**config.mk**
```make
export PLATFORM = sky130hd
export DESIGN_NAME = psram_seq
export DESIGN_NICKNAME = d
export VERILOG_FILES = /design/src/rtl/psram_seq_pkg.sv /design/src/rtl/psram_cnt.sv /design/src/rtl/psram_lanes.sv /design/src/rtl/psram_seq.sv
export SDC_FILE = /design/constraint.sdc
export NUM_CORES = 1
export LEC_CHECK = 0
export BUFFER_PORTS_ARGS = -buffer_cell sky130_fd_sc_hd__buf_2
export CORE_MARGIN = 2
export CORE_UTILIZATION = 50
export DETAILED_ROUTE_END_ITERATION = 8
export GPL_TIMING_DRIVEN = 1
export PLACE_DENSITY = 0.94
export SYNTH_ARGS = -nofsm -noshare
export SYNTH_HDL_FRONTEND = slang
export SYNTH_SLANG_ARGS = --single-unit
```
**constraint.sdc**
```tcl
create_clock -name clk -period 3.1 [get_ports clk]
set_input_delay 0.62 -clock clk [delete_from_list [all_inputs] [get_ports clk]]
set_output_delay 0.62 -clock clk [all_outputs]
set_load 0.01 [all_outputs]
```
**src/rtl/psram_seq_pkg.sv**
```systemverilog
`timescale 1ns/1ps
package psram_seq_pkg;

  typedef enum logic [2:0] {
    ST_IDLE  = 3'd0,
    ST_TURN  = 3'd1,
    ST_RD    = 3'd2,
    ST_WR    = 3'd3,
    ST_RECOV = 3'd4
  } seq_st_t;

  // nanoseconds to clock cycles, rounded up, never below one clock
  function automatic int ns2cyc(input int ns, input int per);
    int c;
    c = (ns + per - 1) / per;
    if (c < 1) c = 1;
    return c;
  endfunction

  function automatic int imax(input int a, input int b);
    return (a > b) ? a : b;
  endfunction

  function automatic int imin(input int a, input int b);
    return (a < b) ? a : b;
  endfunction

endpackage

```
**src/rtl/psram_cnt.sv**
```systemverilog
`timescale 1ns/1ps
module psram_cnt #(
  parameter int W = 4
) (
  input  logic         clk,
  input  logic         rst_n,
  input  logic         ld,
  input  logic [W-1:0] ld_val,
  output logic         done
);
  logic [W-1:0] cnt_q;

  always_ff @(posedge clk or negedge rst_n) begin
    if (!rst_n)             cnt_q <= '0;
    else if (ld)            cnt_q <= ld_val;
    else if (cnt_q != '0)   cnt_q <= cnt_q - 1'b1;
  end

  assign done = (cnt_q == '0);
endmodule

```
**src/rtl/psram_lanes.sv**
```systemverilog
`timescale 1ns/1ps
module psram_lanes #(
  parameter int DW    = 16,
  localparam int LANES = DW / 8
) (
  input  logic             active,
  input  logic [LANES-1:0] be,
  input  logic [DW-1:0]    dq_in,
  output logic [LANES-1:0] bs_n,
  output logic [DW-1:0]    rd_word
);
  for (genvar i = 0; i < LANES; i++) begin : g_lane
    assign bs_n[i]          = !(active && be[i]);
    assign rd_word[i*8 +: 8] = be[i] ? dq_in[i*8 +: 8] : 8'h00;
  end
endmodule

```
**src/rtl/psram_seq.sv**
```systemverilog
`timescale 1ns/1ps
module psram_seq #(
  parameter int CLK_PERIOD_NS = 20,
  parameter int AW            = 20,
  parameter int DW            = 16,
  parameter int T_ACC_NS      = 70,
  parameter int T_OE_ACC_NS   = 40,
  parameter int T_BS_ACC_NS   = 25,
  parameter int T_CYC_MIN_NS  = 70,
  parameter int T_CYC_MAX_NS  = 32000,
  parameter int T_WE_PW_NS    = 40,
  parameter int T_CE_WR_NS    = 60,
  parameter int T_DS_NS       = 30,
  parameter int T_CE_HI_NS    = 30,
  parameter int T_HZ_NS       = 15,
  localparam int LANES        = DW / 8
) (
  input  logic             clk,
  input  logic             rst_n,
  input  logic             pwr_active,
  input  logic             req_valid,
  output logic             req_ready,
  input  logic             req_wr,
  input  logic [AW-1:0]    req_addr,
  input  logic [DW-1:0]    req_wdata,
  input  logic [LANES-1:0] req_be,
  output logic             rsp_valid,
  output logic [DW-1:0]    rsp_rdata,
  output logic             mem_ce_n,
  output logic             mem_oe_n,
  output logic             mem_we_n,
  output logic [LANES-1:0] mem_bs_n,
  output logic [AW-1:0]    mem_addr,
  output logic [DW-1:0]    mem_dq_out,
  output logic             mem_dq_oe,
  input  logic [DW-1:0]    mem_dq_in
);
  import psram_seq_pkg::*;

  localparam int P       = CLK_PERIOD_NS;
  localparam int RD_CYC  = imax(ns2cyc(T_ACC_NS, P), imax(ns2cyc(T_OE_ACC_NS, P), ns2cyc(T_BS_ACC_NS, P)));
  localparam int WR_CYC  = imax(ns2cyc(T_CE_WR_NS, P), imax(ns2cyc(T_WE_PW_NS, P), ns2cyc(T_DS_NS, P)));
  localparam int CYC_MIN = ns2cyc(T_CYC_MIN_NS, P);
  localparam int RC_CYC  = imax(ns2cyc(T_CE_HI_NS, P), CYC_MIN - imin(RD_CYC, WR_CYC));
  localparam int TA_CYC  = ns2cyc(T_HZ_NS, P);
  localparam int MAXC    = imax(imax(RD_CYC, WR_CYC), imax(RC_CYC, TA_CYC));
  localparam int CNT_W   = $clog2(MAXC + 1) + 1;
  localparam int LO_MAX  = T_CYC_MAX_NS / P - RC_CYC;
  localparam int LO_W    = $clog2(LO_MAX + 2);

  seq_st_t          st_q, st_nxt;
  logic             ld;
  logic [CNT_W-1:0] ld_val;
  logic             cnt_done;
  logic             accept;
  logic             last_rd_q;
  logic [AW-1:0]    addr_q;
  logic [DW-1:0]    wdata_q;
  logic [LANES-1:0] be_q;
  logic [DW-1:0]    lane_rd;
  // named events for checking
  logic             rd_done, wr_done, access_on;

  assign accept    = req_valid && req_ready;
  assign access_on = (st_q == ST_RD) || (st_q == ST_WR);
  assign rd_done   = (st_q == ST_RD) && cnt_done;
  assign wr_done   = (st_q == ST_WR) && cnt_done;
  assign req_ready = (st_q == ST_IDLE) && pwr_active;

  always_comb begin
    st_nxt = st_q;
    ld     = 1'b0;
    ld_val = '0;
    case (st_q)
      ST_IDLE: if (accept) begin
        ld = 1'b1;
        if (req_wr && last_rd_q) begin
          st_nxt = ST_TURN;  ld_val = CNT_W'(TA_CYC - 1);
        end else if (req_wr) begin
          st_nxt = ST_WR;    ld_val = CNT_W'(WR_CYC - 1);
        end else begin
          st_nxt = ST_RD;    ld_val = CNT_W'(RD_CYC - 1);
        end
      end
      ST_TURN: if (cnt_done) begin
        st_nxt = ST_WR; ld = 1'b1; ld_val = CNT_W'(WR_CYC - 1);
      end
      ST_RD, ST_WR: if (cnt_done) begin
        st_nxt = ST_RECOV; ld = 1'b1; ld_val = CNT_W'(RC_CYC - 1);
      end
      ST_RECOV: if (cnt_done) st_nxt = ST_IDLE;
      default: st_nxt = ST_IDLE;
    endcase
  end

  psram_cnt #(.W(CNT_W)) u_cnt (
    .clk(clk), .rst_n(rst_n), .ld(ld), .ld_val(ld_val), .done(cnt_done)
  );

  psram_lanes #(.DW(DW)) u_lanes (
    .active(access_on), .be(be_q), .dq_in(mem_dq_in),
    .bs_n(mem_bs_n), .rd_word(lane_rd)
  );

  always_ff @(posedge clk or negedge rst_n) begin
    if (!rst_n) begin
      st_q      <= ST_IDLE;
      last_rd_q <= 1'b0;
      addr_q    <= '0;
      wdata_q   <= '0;
      be_q      <= '0;
      rsp_valid <= 1'b0;
      rsp_rdata <= '0;
    end else begin
      st_q      <= st_nxt;
      rsp_valid <= rd_done;
      if (rd_done) begin
        rsp_rdata <= lane_rd;
        last_rd_q <= 1'b1;
      end
      if (wr_done) last_rd_q <= 1'b0;
      if (accept) begin
        addr_q  <= req_addr;
        wdata_q <= req_wdata;
        be_q    <= req_be;
      end
    end
  end

  assign mem_ce_n   = !access_on;
  assign mem_oe_n   = !(st_q == ST_RD);
  assign mem_we_n   = !(st_q == ST_WR);
  assign mem_dq_oe  = (st_q == ST_WR);
  assign mem_addr   = addr_q;
  assign mem_dq_out = wdata_q;

  // pin history counters, used only by the checks below
  logic [CNT_W-1:0] ce_hi_q, since_rd_q;
  logic [LO_W-1:0]  ce_lo_q;

  always_ff @(posedge clk or negedge rst_n) begin
    if (!rst_n) begin
      ce_hi_q    <= '1;
      since_rd_q <= '1;
      ce_lo_q    <= '0;
    end else begin
      if (mem_ce_n) begin
        ce_lo_q <= '0;
        if (ce_hi_q != '1) ce_hi_q <= ce_hi_q + 1'b1;
      end else begin
        ce_hi_q <= '0;
        if (ce_lo_q != '1) ce_lo_q <= ce_lo_q + 1'b1;
      end
      if (!mem_oe_n)              since_rd_q <= '0;
      else if (since_rd_q != '1)  since_rd_q <= since_rd_q + 1'b1;
    end
  end

  AST_NO_ACCEPT_PWRDN: assert property (@(posedge clk) disable iff (!rst_n)
    (st_q == ST_IDLE && !pwr_active) |=> mem_ce_n);
  AST_RSP_SINGLE: assert property (@(posedge clk) disable iff (!rst_n)
    rsp_valid |=> !rsp_valid);
  AST_WR_NO_OE: assert property (@(posedge clk) disable iff (!rst_n)
    !mem_we_n |-> (mem_oe_n && mem_dq_oe && !mem_ce_n));
  AST_STROBES_IDLE: assert property (@(posedge clk) disable iff (!rst_n)
    mem_ce_n |-> (&mem_bs_n));
  AST_CE_RECOVERY: assert property (@(posedge clk) disable iff (!rst_n)
    $fell(mem_ce_n) |-> (ce_hi_q >= CNT_W'(RC_CYC)));
  AST_CE_MAX_LOW: assert property (@(posedge clk) disable iff (!rst_n)
    ce_lo_q <= LO_W'(LO_MAX));
  AST_ADDR_HOLD: assert property (@(posedge clk) disable iff (!rst_n)
    (!mem_ce_n && $past(!mem_ce_n)) |-> $stable(mem_addr));
  AST_TURNAROUND: assert property (@(posedge clk) disable iff (!rst_n)
    $rose(mem_dq_oe) |-> (since_rd_q >= CNT_W'(TA_CYC)));
endmodule

```
==> results.json, run 1 <==
{
  "vias": 2279,
  "wl_per_cell_um": 11.99,
  "yosysSeqAreaShare_pct": 61.28,
  "fillers": 409,
  "synth-compound-area-share_pct": 6.615,
  "syn_to_final_growth_pct": 31.61,
  "worst_setup_path_end_kind": "output pin",
  "cts_root_buf": "clkbuf_8",
  "fp.dieW_um": 75.73,
  "rr_worst_depth": 6,
  "layout_commonest_cell": "nand2_1",
  "grt_first_pass_wirelength_mm": 8.825,
  "gp_congestion": 0.8193,
  "path_class": "reg -> out",
  "max_slew_margin_pct": 49.12,
  "synth_warnings": 0,
  "p_leak_nw": 1.950,
  "max_freq_mhz": 433.3,
  "die_area_sq_mm": 0.005735,
  "hold_path_class": "in -> async",
  "drc_errors": 0,
  "syn-num-nets": 351,
  "antennaDiodeCount": 0,
  "p_per_area_mw_per_mm2": 1030,
  "avgSynthCellArea_sq_um": 8.840,
  "postSynthCellCount": 291,
  "irDropWorstVdd_uv": 514.6,
  "ant_nets": 0,
  "total_power_mw": 3.488,
  "muxShareOfSynthArea_pct": 0,
  "io_buffers": 118,
  "min_period_ps": 2308,
  "holdBufCountCts": 0,
  "clk_pin_slew_ps": 70,
  "cts_tree": "built",
  "cap_violations": 0,
  "drtPass1Iterations": 4,
  "rsz0062_at_grt": "no",
  "grt_pass1_vias": 2064,
  "drt-total-wl_mm": 5.767,
  "syn_area_sq_mm": 0.002572,
  "synth_xor_area_share_pct": 0.3405,
  "numCtsBuffers": 9,
  "r2r_slack_ps": 860,
  "worstPathArrival_ps": 1690,
  "antenna_found_initial": 0,
  "grt_use_total_pct": 20.71,
  "clock_sinks": 63,
  "tightest_slew_ps": 763.2,
  "ctsResizeCount": 0,
  "synth_edf_count": 0,
  "crit_path_start_kind": "flip-flop",
  "synth_top_family_by_area": "simple AND/OR/NAND/NOR gates",
  "yosysUniqueCellTypes": 28,
  "status": "completed",
  "cts-htree-levels": 3,
  "hold_viol_final": 0,
  "drive_gt1_share_pct": 33.82,
  "finalSetupTns_ps": 0,
  "core-area_sq_mm": 0.005042,
  "vias_per_cell": 4.738,
  "post_cts_buffers": 0,
  "clkLatencyLatePin_ps": 330,
  "rows": 26,
  "drtIter0Drc": 83,
  "cts_buffer_depth": 2,
  "ys_ff_latch": 63,
  "die_h_um": 75.73,
  "final_nets": 466,
  "clock_skew_ps": 8.758,
  "async_reset_ff_share_pct": 100.0,
  "grt_max_degree": 64,
  "hpwlAfterDp_mm": 4.162,
  "period_share_pct": 74.45,
  "crit_fanout": 9,
  "finalMaxSlewViolations": 0,
  "worstPathRequired_ps": 2480,
  "setup_violations": 0,
  "final_cell_mix": "nand2_1 (159), buf_2 (118), dfrtp_1 (63)",
  "grt_overflow": 0,
  "synth_fa_ha_area_share_pct": 0.4864,
  "synth-main-ff-cell": "dfrtp_1",
  "synthSimpleGateAreaFrac_pct": 27.38,
  "start_util_pct": 51.02,
  "pin_count": 119
}
## per-layer routing
layer | GRT usage (%) | share of wire, % | vias to the layer above
met1 | 24.57 | 44 | 1046
met3 | 5.159 | 6.0 | 9
met5 | 0 | 0 | -
met2 | 34.88 | 48 | 84
li1 | - | - | 1140
met4 | 10.72 | 1.5 | 0
## cell usage after synthesis, types with 2 or more instances
cell type    n  area [sq um]
a21oi_1      4         20.02
buf_1        2         7.510
buf_2        8         40.04
clkbuf_1     6         22.52
dfrtp_1     63          1577
inv_1        6         22.52
nand2_1    159         596.8
nor2_1       3         11.26
o21ai_0     21         105.1
## per-stage QoR
step	instance area [sq um]	std cells	worst slack [ps]	utilization (%)	hold WS [ps]
finish	3386	481	792.1	67.15	434.2
global route	3386	481	600.8	67.15	470.5
CTS	3386	481	769.1	67.15	456.5
detailed placement	3196	465	879.6	63.37	457.8
global placement	3196	465	1047	63.37	452.9
floorplan	2572	291	1472	-	324.4
## flip-flops by register name, indices dropped and copies added, names as in the netlist
name	count
st_q	3
rsp_rdata	16
u_cnt.cnt_q	4
mem_dq_out	16
last_rd_q	1
mem_addr	20
rsp_valid	1
be_q	2
## power by group
group / total [mW] / switching [mW] / internal [mW]
logic: 1.32 / 0.767 / 0.554
registers: 1.48 / 0.270 / 1.21
clock network: 0.684 / 0.294 / 0.390
total: 3.49 / 1.33 / 2.16
## worst max-delay path, stage by stage (launching register included)
cell     delay, ps
dfrtp_1        480
nor2b_1        490
nand2_1        180
inv_1           90
buf_2          130
## final timing paths
kind                           startpoint            end
max reg2reg                u_cnt.cnt_q[0]   rsp_rdata[0]
min in group clk             mem_addr[19]   mem_addr[19]
min reg2reg                  mem_addr[19]   mem_addr[19]
min                                 rst_n      rsp_valid
max                               st_q[2]      mem_dq_oe
max in group asynchronous           rst_n  mem_dq_out[8]
## kinds of logic (layout without fill, tap and decap cells)
kind of cell             count (synthesis)  count (layout)
XOR/XNOR                                 1               1
AND/OR/NAND/NOR                        173             173
flip-flops                              63              63
adder cells (fa/ha/maj)                  1               1
buffers and inverters                   23             143
AO/OA/AOI/OAI                           30              30
## cell type report
class	instances	area (sq um)	area share, %
multi-input cells	205	895.9	26.46
well taps	70	87.58	2.587
inverters	6	22.52	0.6652
flip-flops and latches	63	1577	46.56
clock buffers	12	145.1	4.287
repair buffers	121	613.1	18.11
clock inverters	4	45.04	1.330
Power figures use the tool's default switching activity.
==> inputs of run 2 (changes only) <==
--- a/config.mk
+++ b/config.mk
@@ -7,10 +7,10 @@
 export LEC_CHECK = 0
 export BUFFER_PORTS_ARGS = -buffer_cell sky130_fd_sc_hd__buf_2
 export CORE_MARGIN = 2
-export CORE_UTILIZATION = 50
+export CORE_UTILIZATION = 46
 export DETAILED_ROUTE_END_ITERATION = 8
 export GPL_TIMING_DRIVEN = 1
-export PLACE_DENSITY = 0.94
+export PLACE_DENSITY = 0.88
 export SYNTH_ARGS = -nofsm -noshare
 export SYNTH_HDL_FRONTEND = slang
 export SYNTH_SLANG_ARGS = --single-unit
==> constraint.sdc (replaced) <==
create_clock -name clk -period 2.3 [get_ports clk]
set_input_delay 0.46 -clock clk [delete_from_list [all_inputs] [get_ports clk]]
set_output_delay 0.46 -clock clk [all_outputs]
set_load 0.01 [all_outputs]
==> run 2 against run 1 <==
  * Cell count increased by 1.0%
  * Clock skew decreased by 3.1 ps
  * Critical endpoint unchanged
  * Critical path type unchanged
  * Power increased by 39%
  * Design area increased by 1.8%
  * Sequential power increased by 34%
  * Non-clock buffer count increased by 3
  * Die area increased by 8.2%
  * Worst setup slack got worse by 540 ps
  * Largest cell class unchanged
  * Critical path depth unchanged
==> results.json, run 2 (same netlist as run 1, synthesis figures left out) <==
{
  "worstPathRequired_ps": 1840,
  "finalMaxSlewViolations": 0,
  "post_cts_buffers": 0,
  "die_area_sq_mm": 0.006206,
  "place_inst": 470,
  "holdBufCountCts": 0,
  "r2r_end": "rsp_rdata[8]",
  "path_class": "reg -> out",
  "p_per_area_mw_per_mm2": 1407,
  "max_freq_mhz": 487.9,
  "post-route-util_pct": 63.40,
  "r2r-start": "u_cnt.cnt_q[0]",
  "worst_setup_path_end_kind": "output pin",
  "r2r_slack_ps": 280,
  "clkLatencyLatePin_ps": 330,
  "max_slew_margin_pct": 63.89,
  "cts_buffer_depth": 2,
  "pre_cts_ws_ps": 277.0,
  "drtIter0Drc": 95,
  "grt_max_degree": 38,
  "rr_worst_depth": 6,
  "cts-htree-levels": 3,
  "grt_first_pass_wirelength_mm": 9.915,
  "final_nets": 469,
  "rows": 27,
  "syn_to_final_growth_pct": 34.05,
  "seqPwrFrac_pct": 41.1,
  "irDropWorstVdd_uv": 731.9,
  "fp.dieW_um": 78.78,
  "hpwlAfterDp_mm": 4.283,
  "hold_viol_final": 0,
  "clk_pin_slew_ps": 70,
  "ctsResizeCount": 0,
  "gp_congestion": 0.8324,
  "grt_overflow": 0,
  "numCtsBuffers": 9,
  "setup_violations": 0,
  "crit_fanout": 9,
  "vias": 2301,
  "drt-total-wl_mm": 5.989,
  "layout.cells.non_filler": 486,
  "cpPeakStageDelay_ps": 480,
  "ant_nets": 0,
  "io_buffers": 118,
  "grt_pass1_vias": 2210,
  "antenna_found_initial": 0,
  "period_share_pct": 89.10,
  "p_switching_mw": 1.801,
  "drc_errors": 0,
  "cpMaxStageDelayCell": "dfrtp_1",
  "crit_chain": "nor2b_1 > nand2_1 > inv_1 > buf_2",
  "setup_ws_ps": 250.6,
  "path_buf_inv": 2,
  "min_period_ps": 2049,
  "largest_reg_flops": 20,
  "switching_share_pct": 37.13,
  "p_leak_nw": 1.982,
  "p_clk_share_pct": 21.7,
  "drive_gt1_share_pct": 34.78,
  "clock_sinks": 63,
  "fillers": 478,
  "worstPathArrival_ps": 1590,
  "clock_skew_ps": 5.649,
  "critPathTopFamily": "simple AND/OR/NAND/NOR gates",
  "finalSetupTns_ps": 0,
  "final_cell_mix": "nand2_1 (159), buf_2 (118), dfrtp_1 (63)",
  "hold_path_class": "in -> async",
  "holdWs_ps": 91.57,
  "rsz0062_at_grt": "no",
  "core-area_sq_mm": 0.005439,
  "start_util_pct": 47.30,
  "status": "completed",
  "p_int_mw": 3.051,
  "drtPass1Iterations": 4,
  "antennaDiodeCount": 0,
  "cts_tree": "built",
  "pin_count": 119,
  "grt_use_total_pct": 20.86,
  "die_h_um": 78.78,
  "cap_violations": 0,
  "cts_root_buf": "clkbuf_8",
  "wl_per_cell_um": 12.32,
  "vias_per_cell": 4.735,
  "layout_commonest_cell": "nand2_1",
  "tightest_slew_ps": 541.0,
  "crit_path_start_kind": "flip-flop",
  "combPwrFrac_pct": 37.3
}
[run 2: metrics by stage]
step                      power, mW  instance area, sq um
after floorplan               3.061                  2572
after global placement        3.742                  3221
after detailed placement      3.832                  3221
after CTS                     4.905                  3448
after global routing          5.259                  3448
final                         4.852                  3448
[run 2: power groups by stage]
stage | Sequential, mW | Combinational, mW | Clock, mW
floorplan | 2.14 | 0.925 | 0
global placement | 1.99 | 1.75 | 0
detailed placement | 2.00 | 1.83 | 0
CTS | 1.99 | 1.84 | 1.07
global route | 2.07 | 2.06 | 1.13
finish | 1.99 | 1.81 | 1.05
[run 2: metal layers]
| metal | vias up | wire (um) | global-route usage (%) |
|---|---|---|---|
| met5 | - | 0 | 0 |
| met4 | 0 | 74 | 9.474 |
| met3 | 7 | 458 | 6.705 |
| met2 | 79 | 2929 | 33.76 |
| met1 | 1074 | 2526 | 25.53 |
| li1 | 1141 | - | - |
[run 2: worst max path at each step]
stage | start | endpoint | slack [ps] | cells past startpoint
after floorplan | u_cnt.cnt_q[0] | u_cnt.cnt_q[1] | 670 | 7
after global placement | u_cnt.cnt_q[0] | rsp_rdata[8] | 430 | 6
after detailed placement | u_cnt.cnt_q[0] | rsp_rdata[8] | 280 | 6
after CTS | st_q[2] | mem_dq_oe | 240 | 4
after global routing | u_cnt.cnt_q[0] | rsp_rdata[12] | 60 | 6
final | st_q[2] | mem_dq_oe | 250 | 4
[run 2: layout make-up]
type | instances | area, sq um | area share [%]
sequential | 63 | 1577 | 45.72
multi-input combinational | 205 | 895.9 | 25.98
timing repair buffer | 124 | 635.6 | 18.43
clock buffer | 14 | 192.7 | 5.588
tap | 72 | 90.09 | 2.612
clock inverter | 2 | 35.03 | 1.016
inverter | 6 | 22.52 | 0.6531
